### src/rtl/sadd_pkg.sv
package sadd_pkg;
  typedef struct packed {
    logic clrCarry;
    logic clrA;
    logic shift;
    logic loadA;
    logic loadB;
  } sadd_strobe_t;
endpackage

### src/rtl/sadd_ctrl.sv
module sadd_ctrl
  import sadd_pkg::*;
#(
  parameter int WIDTH = 4
) (
  input  logic         clk,
  input  logic         rst,
  input  logic         start,
  input  logic         clearAcc,
  input  logic         shiftEn,
  input  logic         loadA,
  input  logic         loadB,
  output sadd_strobe_t strobe,
  output logic         busy,
  output logic         done
);
  localparam int CNT_W = $clog2(WIDTH + 1);
  localparam logic [CNT_W-1:0] LAST = CNT_W'(WIDTH - 1);

  logic [CNT_W-1:0] shiftCnt;
  logic             doShift;

  assign doShift = busy && shiftEn && !start;

  always_comb begin
    strobe          = '0;
    strobe.clrCarry = start;
    strobe.clrA     = start && clearAcc;
    strobe.shift    = doShift;
    strobe.loadA    = loadA && !busy && !start;
    strobe.loadB    = loadB && !busy && !start;
  end

  always_ff @(posedge clk) begin
    if (rst) begin
      shiftCnt <= '0;
      busy     <= 1'b0;
      done     <= 1'b0;
    end else if (start) begin
      shiftCnt <= '0;
      busy     <= 1'b1;
      done     <= 1'b0;
    end else if (doShift) begin
      shiftCnt <= shiftCnt + 1'b1;
      if (shiftCnt == LAST) begin
        busy <= 1'b0;
        done <= 1'b1;
      end
    end
  end
endmodule

### src/rtl/sadd_datapath.sv
module sadd_datapath
  import sadd_pkg::*;
#(
  parameter int WIDTH = 4
) (
  input  logic             clk,
  input  logic             rst,
  input  sadd_strobe_t     strobe,
  input  logic [WIDTH-1:0] dataA,
  input  logic [WIDTH-1:0] dataB,
  input  logic             serialInB,
  output logic [WIDTH-1:0] regA,
  output logic [WIDTH-1:0] regB,
  output logic             carry
);
  logic sumBit;
  logic carryNext;

  always_comb begin
    sumBit    = regA[0] ^ regB[0] ^ carry;
    carryNext = (regA[0] & regB[0]) | (regA[0] & carry) | (regB[0] & carry);
  end

  always_ff @(posedge clk) begin
    if (rst) begin
      regA  <= '0;
      regB  <= '0;
      carry <= 1'b0;
    end else if (strobe.clrCarry) begin
      carry <= 1'b0;
      if (strobe.clrA) regA <= '0;
    end else if (strobe.shift) begin
      regA  <= {sumBit, regA[WIDTH-1:1]};
      regB  <= {serialInB, regB[WIDTH-1:1]};
      carry <= carryNext;
    end else begin
      if (strobe.loadA) regA <= dataA;
      if (strobe.loadB) regB <= dataB;
    end
  end
endmodule

### src/rtl/serial_accum_adder.sv
module serial_accum_adder
  import sadd_pkg::*;
#(
  parameter int WIDTH = 4
) (
  input  logic             clk,
  input  logic             rst,
  input  logic             loadA,
  input  logic [WIDTH-1:0] dataA,
  input  logic             loadB,
  input  logic [WIDTH-1:0] dataB,
  input  logic             serialInB,
  input  logic             shiftEn,
  input  logic             start,
  input  logic             clearAcc,
  output logic [WIDTH-1:0] sumA,
  output logic             carryOut,
  output logic             busy,
  output logic             done
);
  sadd_strobe_t     strobe;
  logic [WIDTH-1:0] regB;

  sadd_ctrl #(.WIDTH(WIDTH)) u_ctrl (
    .clk(clk), .rst(rst), .start(start), .clearAcc(clearAcc),
    .shiftEn(shiftEn), .loadA(loadA), .loadB(loadB),
    .strobe(strobe), .busy(busy), .done(done)
  );

  sadd_datapath #(.WIDTH(WIDTH)) u_dp (
    .clk(clk), .rst(rst), .strobe(strobe), .dataA(dataA), .dataB(dataB),
    .serialInB(serialInB), .regA(sumA), .regB(regB), .carry(carryOut)
  );
endmodule

### config.mk
export PLATFORM = sky130hd
export DESIGN_NAME = serial_accum_adder
export DESIGN_NICKNAME = d
export VERILOG_FILES = /design/src/rtl/sadd_pkg.sv /design/src/rtl/sadd_ctrl.sv /design/src/rtl/sadd_datapath.sv /design/src/rtl/serial_accum_adder.sv
export SDC_FILE = /design/constraint.sdc
export NUM_CORES = 1
export LEC_CHECK = 0
export BUFFER_PORTS_ARGS = -buffer_cell sky130_fd_sc_hd__buf_4
export CAP_MARGIN = 10
export CORE_MARGIN = 4
export CORE_UTILIZATION = 31
export DETAILED_ROUTE_END_ITERATION = 12
export GPL_TIMING_DRIVEN = 0
export PLACE_DENSITY_LB_ADDON = 0.2
export REMOVE_ABC_BUFFERS = 1
export SKIP_LAST_GASP = 1
export SLEW_MARGIN = 25
export SYNTH_ARGS = -nofsm -noshare
export SYNTH_HDL_FRONTEND = slang
export SYNTH_SLANG_ARGS = --single-unit
### constraint.sdc
create_clock -name clk -period 3.7 [get_ports clk]
set_input_delay 0.185 -clock clk [delete_from_list [all_inputs] [get_ports clk]]
set_output_delay 0.185 -clock clk [all_outputs]
set_load 0.02 [all_outputs]
==> results of run 1 <==
## cell type report
type                    count  area, µm²
multi-input cells          48      355.3
fillers                   215       1141
well taps                  27      33.78
clock buffers               3      22.52
flip-flops and latches     14      280.3
repair buffers             22      165.2
inverters                   1      3.754
## worst min-delay path by stage
stage,slack (ps),startpoint,end
6_report,140,rst,u_ctrl.busy
5_1_grt,150,rst,u_ctrl.busy
4_1_cts,140,rst,u_ctrl.busy
3_5_place_dp,430,rst,u_ctrl.busy
3_3_place_gp,420,rst,u_ctrl.busy
2_1_floorplan,260,rst,u_ctrl.busy
## per-layer routing
| metal | vias up | part of all wire (%) | wire length (µm) |
|---|---|---|---|
| met2 | 20 | 45 | 685 |
| met5 | - | 0 | 0 |
| met3 | 2 | 9.0 | 137 |
| met1 | 259 | 45 | 694 |
| li1 | 289 | - | - |
| met4 | 0 | 0.65 | 10 |
## power by group through the flow
stage               Clock, µW  Combinational [µW]  Sequential, µW
floorplan                   0                23.1             168
global placement            0                49.2             166
detailed placement          0                50.3             167
CTS                      88.6                50.3             163
global route             96.4                54.5             164
finish                   85.6                49.6             163
## logic make-up (layout without fill, tap and decap cells)
family	count (synthesis)	in the layout	synth area share, %
buffers and inverters	5	26	5.400
AOI/OAI and AO/OA	23	23	29.24
DFF	14	14	41.71
and+or+nand+nor	21	21	15.65
adders and majority gates	3	3	6.703
xor gates and xnor gates	1	1	1.304
## synth_stat cells, types with 2 or more instances
| cell | instances |
|---|---|
| buf_2 | 2 |
| o221a_2 | 3 |
| nor2_1 | 7 |
| buf_6 | 2 |
| a21oi_1 | 8 |
| nand2_1 | 6 |
| o2bb2ai_1 | 4 |
| dfxtp_1 | 14 |
| ha_1 | 2 |
| a32oi_1 | 3 |
## critical path, delay by kind of cell, from the launching register on
kind,cells,cell delay [ps]
AO/OA/AOI/OAI,2,300
flip-flops,1,530
AND/OR/NAND/NOR,1,470
## flip-flops by register name, summed over array words and instances (netlist names)
| signal | flops |
|---|---|
| u_ctrl.busy | 1 |
| u_ctrl.done | 1 |
| u_dp.regA | 4 |
| u_dp.carry | 1 |
| u_dp.regB | 4 |
| u_ctrl.shiftCnt | 3 |
## per-stage QoR
| step | power, µW | area (µm²) | setup slack [ps] |
|---|---|---|---|
| floorplan | 191.4 | 639.4 | 2378 |
| global placement | 215.6 | 838.3 | 2317 |
| detailed placement | 216.8 | 838.3 | 2285 |
| CTS | 302.0 | 860.8 | 2276 |
| global route | 315.2 | 860.8 | 2135 |
| finish | 298.3 | 860.8 | 2284 |
==> impl_results.md, run 1 <==
- Std cell rows: 16
- Final Critical Period: around 1400 ps
- Num CTS Buffers: 3
- Yosys top cell area share: a little over two fifths
- Io pins: 23
- Final WL: 1527 µm
- Cell total after placement: 112
- All-layer global routing usage: 12.10%
- Worst Setup EP: u_dp.regA[0]
- Yosys warning count: 0
- Post-CTS setup buffer count: 0
- Met3 global-route usage: between 5 and 6%
- Final setup vio count: 0
- R2r setup slk: around 2300 ps
- Capturing point of the worst reg2reg path: u_dp.regA[0]
- Initial antenna violation count: 0
- FF+latch count, synth: 14
- CP Class: register to register
- Die Area: 2976 µm²
- Post-CTS Hold Buffers: 0
- PD cells: 346.5 nW/µm²
- Peak Freq: 0.7064 GHz
- Die width: approximately 55 µm
- Root buf cell: clkbuf_4
- Clk buf depth: 2
- Async SR Flop Fraction: 0%
- Outcome: finished, final reports clean
- Syn_area_per_cell: 10.03 µm²
- Total number of vias: between 500 and 600
- CP startpoint: u_ctrl.busy
- Max stage delay on crit path: approximately 530 ps
- Gate Count Post-Synth: 67
- Share of layout cells above drive strength 1: 34.09%
- Area growth syn-to-layout: 28.12%
- Worst Tran Pin Value: 449.4 ps
- Max-cap violations: 0
- Logic gate share of total power: 16.6%
- Slew margin rel.: between 70% and 80%
- M1 GR Usage: about 14%
- Main synth FF type: dfxtp_1
- Most common cell after layout, fill and taps aside: buf_4
- Clock Power Share: about 29%
- Crit path launch type: register
- Arrival @ worst endpoint: 1570 ps
- DRT antenna net count: 0
- Sequential share of power: 54.7%
- Starting Density: 33.56%
- Diodes inserted: 0
- Fin. max-slew vios: 0
- Maximum number of pins on one net before global-route repair: 13
- Nets@finish: 109
- Launching point of the worst reg2reg path: u_ctrl.busy
- CTS tree: built
- Final hold viol count: 0
- DRC violation count after routing: 0
- Worst vdd ir: 0.0002497 V
- Area contributors post-synth: dfxtp_1, a21oi_1, o2bb2ai_1
- Distinct cells, synth: 26
- H-tree depth: 1
- Reg clk slew, reported paths: around 80 ps
- Net switching power: between 70 and 80 µW
- Post-Route Utilization: 43.00%
- Grt total ovfl: 0
- CTS resizes: 0
- Crit-path cells: and2_1 > o32ai_4 > o2bb2ai_1
- Hold crit path type: primary input to register
- R2r worst-path depth: 3
- Number of flops mapped to enable cells by yosys: 0
- Sink Count: 14
- Switching Share: 25.89%
- Number of global-route vias before repair: between 500 and 600
- DR iter-0 viols: 11
- Commonest cells after routing, fill and taps aside: buf_4, dfxtp_1, a21oi_1
- WL per Instance: 13.28 µm
- RSZ-0062 raised after global routing: false
- Number of port buffers: 22
- Synth Cell Area: 671.9 µm²
- Die H: between 50 and 60 µm
- CP endpoint kind: register
- Latest clock arrival within the worst-skew pair: 280 ps
- Required time of the critical path: 3860 ps
- First-pass DRT Iterations: 4
- Sequential-to-total area share from yosys stat: 41.71%
- First-pass GRT wire length: 2456 µm
- Post-Layout Cell Count: 115
- RD Place Congestion: 0.7282
- P_leak: between 0.0003 and 0.0004 µW
- Area leader, netlist: dfxtp_1
- Crit-path slowest cell: dfxtp_1
- Skew final: between 5 and 6 ps
- Hold WS: 142.0 ps
- Crit share post-route: 38.26%
- GRT Max-Usage Layer: met2
- CP max FO: 12
- Met2 usage: 19.92%
- Int Power: 221.1 µW
- Core area: ~2000 µm²
- TNS Setup: 0 ps
- Vias per Instance: about 5.0
- Hold path depth: 2
- Post-DP HPWL: approximately 1200 µm
Power figures use the tool's default switching activity.
==> run 2: changes to the inputs <==
--- a/config.mk
+++ b/config.mk
@@ -5,6 +5,7 @@
 export SDC_FILE = /design/constraint.sdc
 export NUM_CORES = 1
 export LEC_CHECK = 0
+export ABC_AREA = 1
 export BUFFER_PORTS_ARGS = -buffer_cell sky130_fd_sc_hd__buf_4
 export CAP_MARGIN = 10
 export CORE_MARGIN = 4
==> constraint.sdc (replaced) <==
create_clock -name clk -period 1.3 [get_ports clk]
set_input_delay 0.065 -clock clk [delete_from_list [all_inputs] [get_ports clk]]
set_output_delay 0.065 -clock clk [all_outputs]
set_load 0.02 [all_outputs]
==> run 2 against run 1 <==
Die area is 8.7% higher. Setup slack worse by 2100 ps. Critical path depth up 2. Routed wire length up 3.5%. Sequential share of layout area shrank 4.0 points. Combinational power rose to 4.0 times the previous value. Critical endpoint is now u_dp.regA[3]. First-iteration DRC count decreased by 36%. Cell count increased by 38%. Register-to-register slack lost 2100 ps. Area after synthesis grew 10%. Clock-buffer cell count is 1 higher. Via count grew 27%. Highest routed layer unchanged.
==> impl_results.md, run 2 <==
- Share of layout cells above drive strength 1: 26.72%
- Initial antenna violation count: 0
- All-layer global routing usage: around 11%
- RSZ-0062 raised after global routing: false
- Fin. max-slew vios: 0
- Gate Count Post-Synth: between 100 and 150
- Distinct cells, synth: 19
- Max-cap violations: 0
- Area growth syn-to-layout: 32.94%
- Number of port buffers: 22
- PD cells: 1004 nW/µm²
- Post-DP HPWL: 1227 µm
- Hold crit path type: primary input to register
- Nets@finish: 151
- Final WL: between 1500 and 2000 µm
- Crit-path slowest cell: fa_1
- Crit-path cells: fa_1 > nand2_1 > nand2_1 > nor2_1 > nor2_1
- Crit path buf inv count: 0
- H-tree depth: 1
- R2r worst-path depth: 5
- Worst Tran Pin Value: 232.1 ps
- FF+latch count, synth: 14
- Final setup vio count: 0
- CP Class: register to register
- Starting Density: 33.17%
- Launching point of the worst reg2reg path: u_dp.regA[0]
- Crit share post-route: between 80% and 90%
- Std cell rows: 17
- Largest registers: u_dp.regA: 4 flops, u_dp.regB: 4 flops, u_ctrl.shiftCnt: 3 flops
- Required time of the critical path: ~1500 ps
- Multi-input logic area: 405.4 µm²
- RD Place Congestion: 0.8027
- Final hold viol count: 0
- Crit path launch type: register
- Worst Setup EP: u_dp.regA[3]
- Capturing point of the worst reg2reg path: u_dp.regA[3]
- Worst vdd ir: 0.0005737 V
- Syn_area_per_cell: 7.054 µm²
- DRT antenna net count: 0
- R2r setup slk: 140 ps
- Yosys top cell area share: 37.84%
- Maximum number of pins on one net before global-route repair: 15
- P_leak: 0.0004650 µW
- Sink Count: 14
- Die H: around 57 µm
- Area contributors post-synth: dfxtp_1, nand2_1, nor2_1
- TNS Setup: 0 ps
- Synth Cell Area: 740.7 µm²
- Area after DPL: 929.6 µm²
- Worst path top cell family by delay: adder cells
- Peak Freq: 0.8632 GHz
- DR iter-0 viols: 7
- Commonest cells after routing, fill and taps aside: nand2_1, buf_4, nor2_1
- WL per Instance: 9.937 µm
- Num CTS Buffers: 3
- Vias per Instance: 4.553
- Arrival @ worst endpoint: 1380 ps
- Number of flops mapped to enable cells by yosys: 0
- CP startpoint: u_dp.regA[0]
- CP endpoint kind: register
- Io pins: 23
- Post-synth top cells: nand2_1, nor2_1, dfxtp_1
- Number of global-route vias before repair: 714
- Sequential-to-total area share from yosys stat: 37.84%
- Diodes inserted: 0
- Post-CTS setup buffer count: 0
- Grt total ovfl: 0
- CTS tree: built
- Reg clk slew, reported paths: 90 ps
- Most common cell after layout, fill and taps aside: nand2_1
- Reg area: 281.5 µm²
- Final Critical Period: 1158 ps
- Main synth FF type: dfxtp_1
- Skew final: about 1.7 ps
- DRC violation count after routing: 0
- Post-Layout Inst Area: 984.7 µm²
- Die Area: 3235 µm²
- Core area: 2233 µm²
- First-pass GRT wire length: 2780 µm
- First-pass DRT Iterations: 4
- Fillcell total: 245
- Outcome: finished, final reports clean
- Latest clock arrival within the worst-skew pair: 280 ps
- Yosys warning count: 0
- Async SR Flop Fraction: 0%
- CP max FO: 3
- Die width: between 50 and 60 µm
- Area leader, netlist: dfxtp_1
- Root buf cell: clkbuf_4
- Max stage delay on crit path: around 530 ps
- Total number of vias: 724
- Clk buf depth: 2
- Critical Path Stages: 5
- Slew margin rel.: 84.47%
- Top-count cell post-synth: nand2_1
[run 2: changes by cell type after synthesis, moves of 4 or more]
cell	before	now
o2bb2ai_1	4	0
o21ai_1	0	6
inv_1	1	12
nand2_1	6	26
nor2_1	7	19
nand3_1	0	7
[run 2: kinds of logic after synthesis]
kind of cell / share of synthesized area [%]
compound gates: 9.796
fa+ha+maj: 6.081
buf+inv: 8.446
flops: 37.84
simple gates: 37.84
[run 2: power by group]
| group | leakage [µW] | switching [µW] | total [µW] | internal, µW |
|---|---|---|---|---|
| combinational | 0.000329 | 109 | 198 | 89.4 |
| sequential | 0.000115 | 18.2 | 471 | 453 |
| clock | 0.0000210 | 149 | 319 | 170 |
[run 2: layout make-up]
class,instances,share of cell area [%]
inverter,13,5.210
timing repair buffer,23,17.79
sequential,14,28.59
multi-input combinational,77,41.17
clock buffer,4,3.685
tap,28,3.558
[run 2: worst reg2reg max path: stages (launching register included)]
cell and delay, ps:
dfxtp_1 340, fa_1 530, nand2_1 50, nand2_1 60, nor2_1 40, nor2_1 90
[run 2: how the worst min path moves through the flow]
stage | start | endpoint | slack (ps) | cells after the start
after global placement | rst | u_dp.regB[2] | 290 | 2
after floorplan | rst | u_dp.regB[0] | 130 | 1
final | dataB[1] | u_dp.regB[1] | 100 | 5
after detailed placement | rst | u_dp.regB[0] | 280 | 2
after global routing | dataB[3] | u_dp.regB[3] | 130 | 5
after CTS | dataB[1] | u_dp.regB[1] | 110 | 5
[run 2: repair_timing]
action | CTS | global route
gates resized for setup | 1 | 1
endpoints found under the hold margin | 3 | 0
hold buffers | 1 | 0
endpoints found under the setup margin | 4 | 11
[run 2: metal layers]
metal	wire, µm	up-vias	GRT usage, %
met4	18	0	3.974
met3	88	4	2.529
met2	668	24	17.46
li1	-	385	-
met5	0	-	0
met1	806	311	13.89
[run 2: per-stage QoR]
stage | cells | hold WS, ps | util (%) | total power [µW] | setup slack [ps]
global route | 159 | 126.1 | 44.09 | 1039 | 13.36
CTS | 159 | 105.1 | 44.03 | 994.6 | -0.03952
finish | 159 | 104.0 | 44.09 | 988.5 | 141.5
floorplan | 104 | 134.1 | - | 591.8 | 0.7291
global placement | 154 | 287.5 | 41.62 | 674.4 | -66.93
detailed placement | 154 | 280.9 | 41.62 | 676.0 | -71.92
==> run 3: changes to the inputs <==
--- a/config.mk
+++ b/config.mk
@@ -8,11 +8,14 @@
 export ABC_AREA = 1
 export BUFFER_PORTS_ARGS = -buffer_cell sky130_fd_sc_hd__buf_4
 export CAP_MARGIN = 10
+export CELL_PAD_IN_SITES_DETAIL_PLACEMENT = 1
+export CELL_PAD_IN_SITES_GLOBAL_PLACEMENT = 1
 export CORE_MARGIN = 4
-export CORE_UTILIZATION = 31
+export CORE_UTILIZATION = 30
+export CTS_CLUSTER_DIAMETER = 100
 export DETAILED_ROUTE_END_ITERATION = 12
 export GPL_TIMING_DRIVEN = 0
-export PLACE_DENSITY_LB_ADDON = 0.2
+export PLACE_DENSITY_LB_ADDON = 0.1
 export REMOVE_ABC_BUFFERS = 1
 export SKIP_LAST_GASP = 1
 export SLEW_MARGIN = 25
==> run 3 against run 2 <==
Core utilization decreased by 1.2 points. Final area decreased by 0.89%. Register-to-register slack about the same. Critical path depth unchanged. Clock-buffer cell count decreased by 1. First-iteration DRC count decreased by 43%. Largest power group unchanged.
==> impl_results.md, run 3 (same netlist as run 2, synthesis figures left out) <==
- RSZ-0062 raised after global routing: false
- Vias per Instance: 4.741
- CP max FO: 3
- All-layer global routing usage: 12.53%
- Commonest cells after routing, fill and taps aside: nand2_1, buf_4, nor2_1
- Max-cap violations: 0
- Arrival @ worst endpoint: between 1000 and 1500 ps
- Nets@finish: between 150 and 200
- Die Area: approximately 3300 µm²
- Worst hold path startpoint: dataB[1]
- Starting Density: 32.55%
- CP startpoint: u_dp.regA[0]
- Root buf cell: clkbuf_4
- Crit share post-route: between 80% and 90%
- H-tree depth: 1
- Latest clock arrival within the worst-skew pair: 270 ps
- First-pass GRT wire length: 3312 µm
- Worst Tran Pin Value: between 200 and 300 ps
- WL per Instance: 12.12 µm
- Post-Layout Inst Area: 975.9 µm²
- Launching point of the worst reg2reg path: u_dp.regA[0]
- Number of global-route vias before repair: 776
- Core area: roughly 2300 µm²
- Final Critical Period: 1163 ps
- Area after DPL: 929.6 µm²
- Sink Count: 14
- DRT antenna net count: 0
- Skew final: 4.453 ps
- Most common cell after layout, fill and taps aside: nand2_1
- Std cell rows: 17
- Reg clk slew, reported paths: 90 ps
- Final hold viol count: 0
- Largest registers: u_dp.regA: 4 flops, u_dp.regB: 4 flops, u_ctrl.shiftCnt: 3 flops
- Area growth syn-to-layout: 31.76%
- Post-CTS setup buffer count: 0
- CP Class: register to register
- Fin. max-slew vios: 0
- Die H: 57.69 µm
- Worst vdd ir: approximately 0.00051 V
- Number of port buffers: 22
- CTS tree: built
- Final setup vio count: 0
- First-pass DRT Iterations: 4
- Io pins: 23
- Required time of the critical path: 1520 ps
- RD Place Congestion: 0.6808
- Maximum number of pins on one net before global-route repair: 15
- Slew margin rel.: 81.64%
- Hold WS: 114.5 ps
- DRC violation count after routing: 0
- P_leak: ~0.00046 µW
- Peak Freq: 0.8600 GHz
- Clk buf depth: 2
- Total number of vias: 749
- Fillcell total: 300
- Post-DP HPWL: 1494 µm
- Die width: about 58 µm
- Final WL: 1915 µm
- CP endpoint kind: register
- Hold crit path type: primary input to register
- PD cells: 940.8 nW/µm²
- Diodes inserted: 0
- Crit path launch type: register
- DR iter-0 viols: 4
- Initial antenna violation count: 0
- Grt total ovfl: 0
- Num CTS Buffers: 3
- Outcome: finished, final reports clean
- Share of layout cells above drive strength 1: 26.92%
[run 3: cell count changes in the layout (fill, tap and decap cells not counted), sizes merged]
| cell | delta |
|---|---|
| clkbuf | -1 |
[run 3: final cells by class]
class | count | area (µm²) | share of cell area (%)
clock buffer | 3 | 22.52 | 2.308
inverter | 13 | 51.30 | 5.256
multi-input combinational | 77 | 407.9 | 41.79
sequential | 14 | 284.0 | 29.10
tap | 28 | 35.03 | 3.590
timing repair buffer | 23 | 175.2 | 17.95
[run 3: power breakdown]
group / internal (µW) / total (µW) / switching (µW)
clock: 107 / 242 / 135
sequential: 452 / 471 / 19.2
combinational: 90.0 / 205 / 115
[run 3: what timing repair did]
item / 4_1_cts / 5_1_grt
hold buffers: 1 / 0
hold endpoints to repair: 3 / 0
endpoints found under the setup margin: 6 / 1
gates resized for setup: 2 / 2
[run 3: worst paths after layout]
kind             endpoint  slack (ps)  cells after the start
max          u_dp.regA[3]         140                      5
min          u_dp.regB[1]         110                      5
max reg2reg  u_dp.regA[3]         140                      5
min reg2reg   u_ctrl.done         480                      2
[run 3: critical path: stages, from the launching register on]
cell,delay [ps]
dfxtp_1,350
fa_1,530
nand2_1,50
nand2_1,60
nor2_1,40
nor2_1,80
[run 3: metrics by stage]
| stage | TNS, ps | util (%) | total power (µW) | setup WS [ps] | cells |
|---|---|---|---|---|---|
| 2_1_floorplan | 0 | - | 591.8 | 0.7291 | 104 |
| 3_3_place_gp | -348.3 | 40.85 | 677.5 | -129.9 | 154 |
| 3_5_place_dp | -419.5 | 40.85 | 683.5 | -158.0 | 154 |
| 4_1_cts | 0 | 42.66 | 932.9 | 49.15 | 158 |
| 5_1_grt | 0 | 42.88 | 980.1 | 11.09 | 158 |
| 6_report | 0 | 42.88 | 918.2 | 137.2 | 158 |
[run 3: per-layer routing]
metal / track usage [%] / vias up / wire, µm
met5: 0 / - / 0
met1: 15.19 / 349 / 858
li1: - / 385 / -
met2: 21.77 / 13 / 947
met4: 4.967 / 0 / 18
met3: 2.227 / 2 / 91
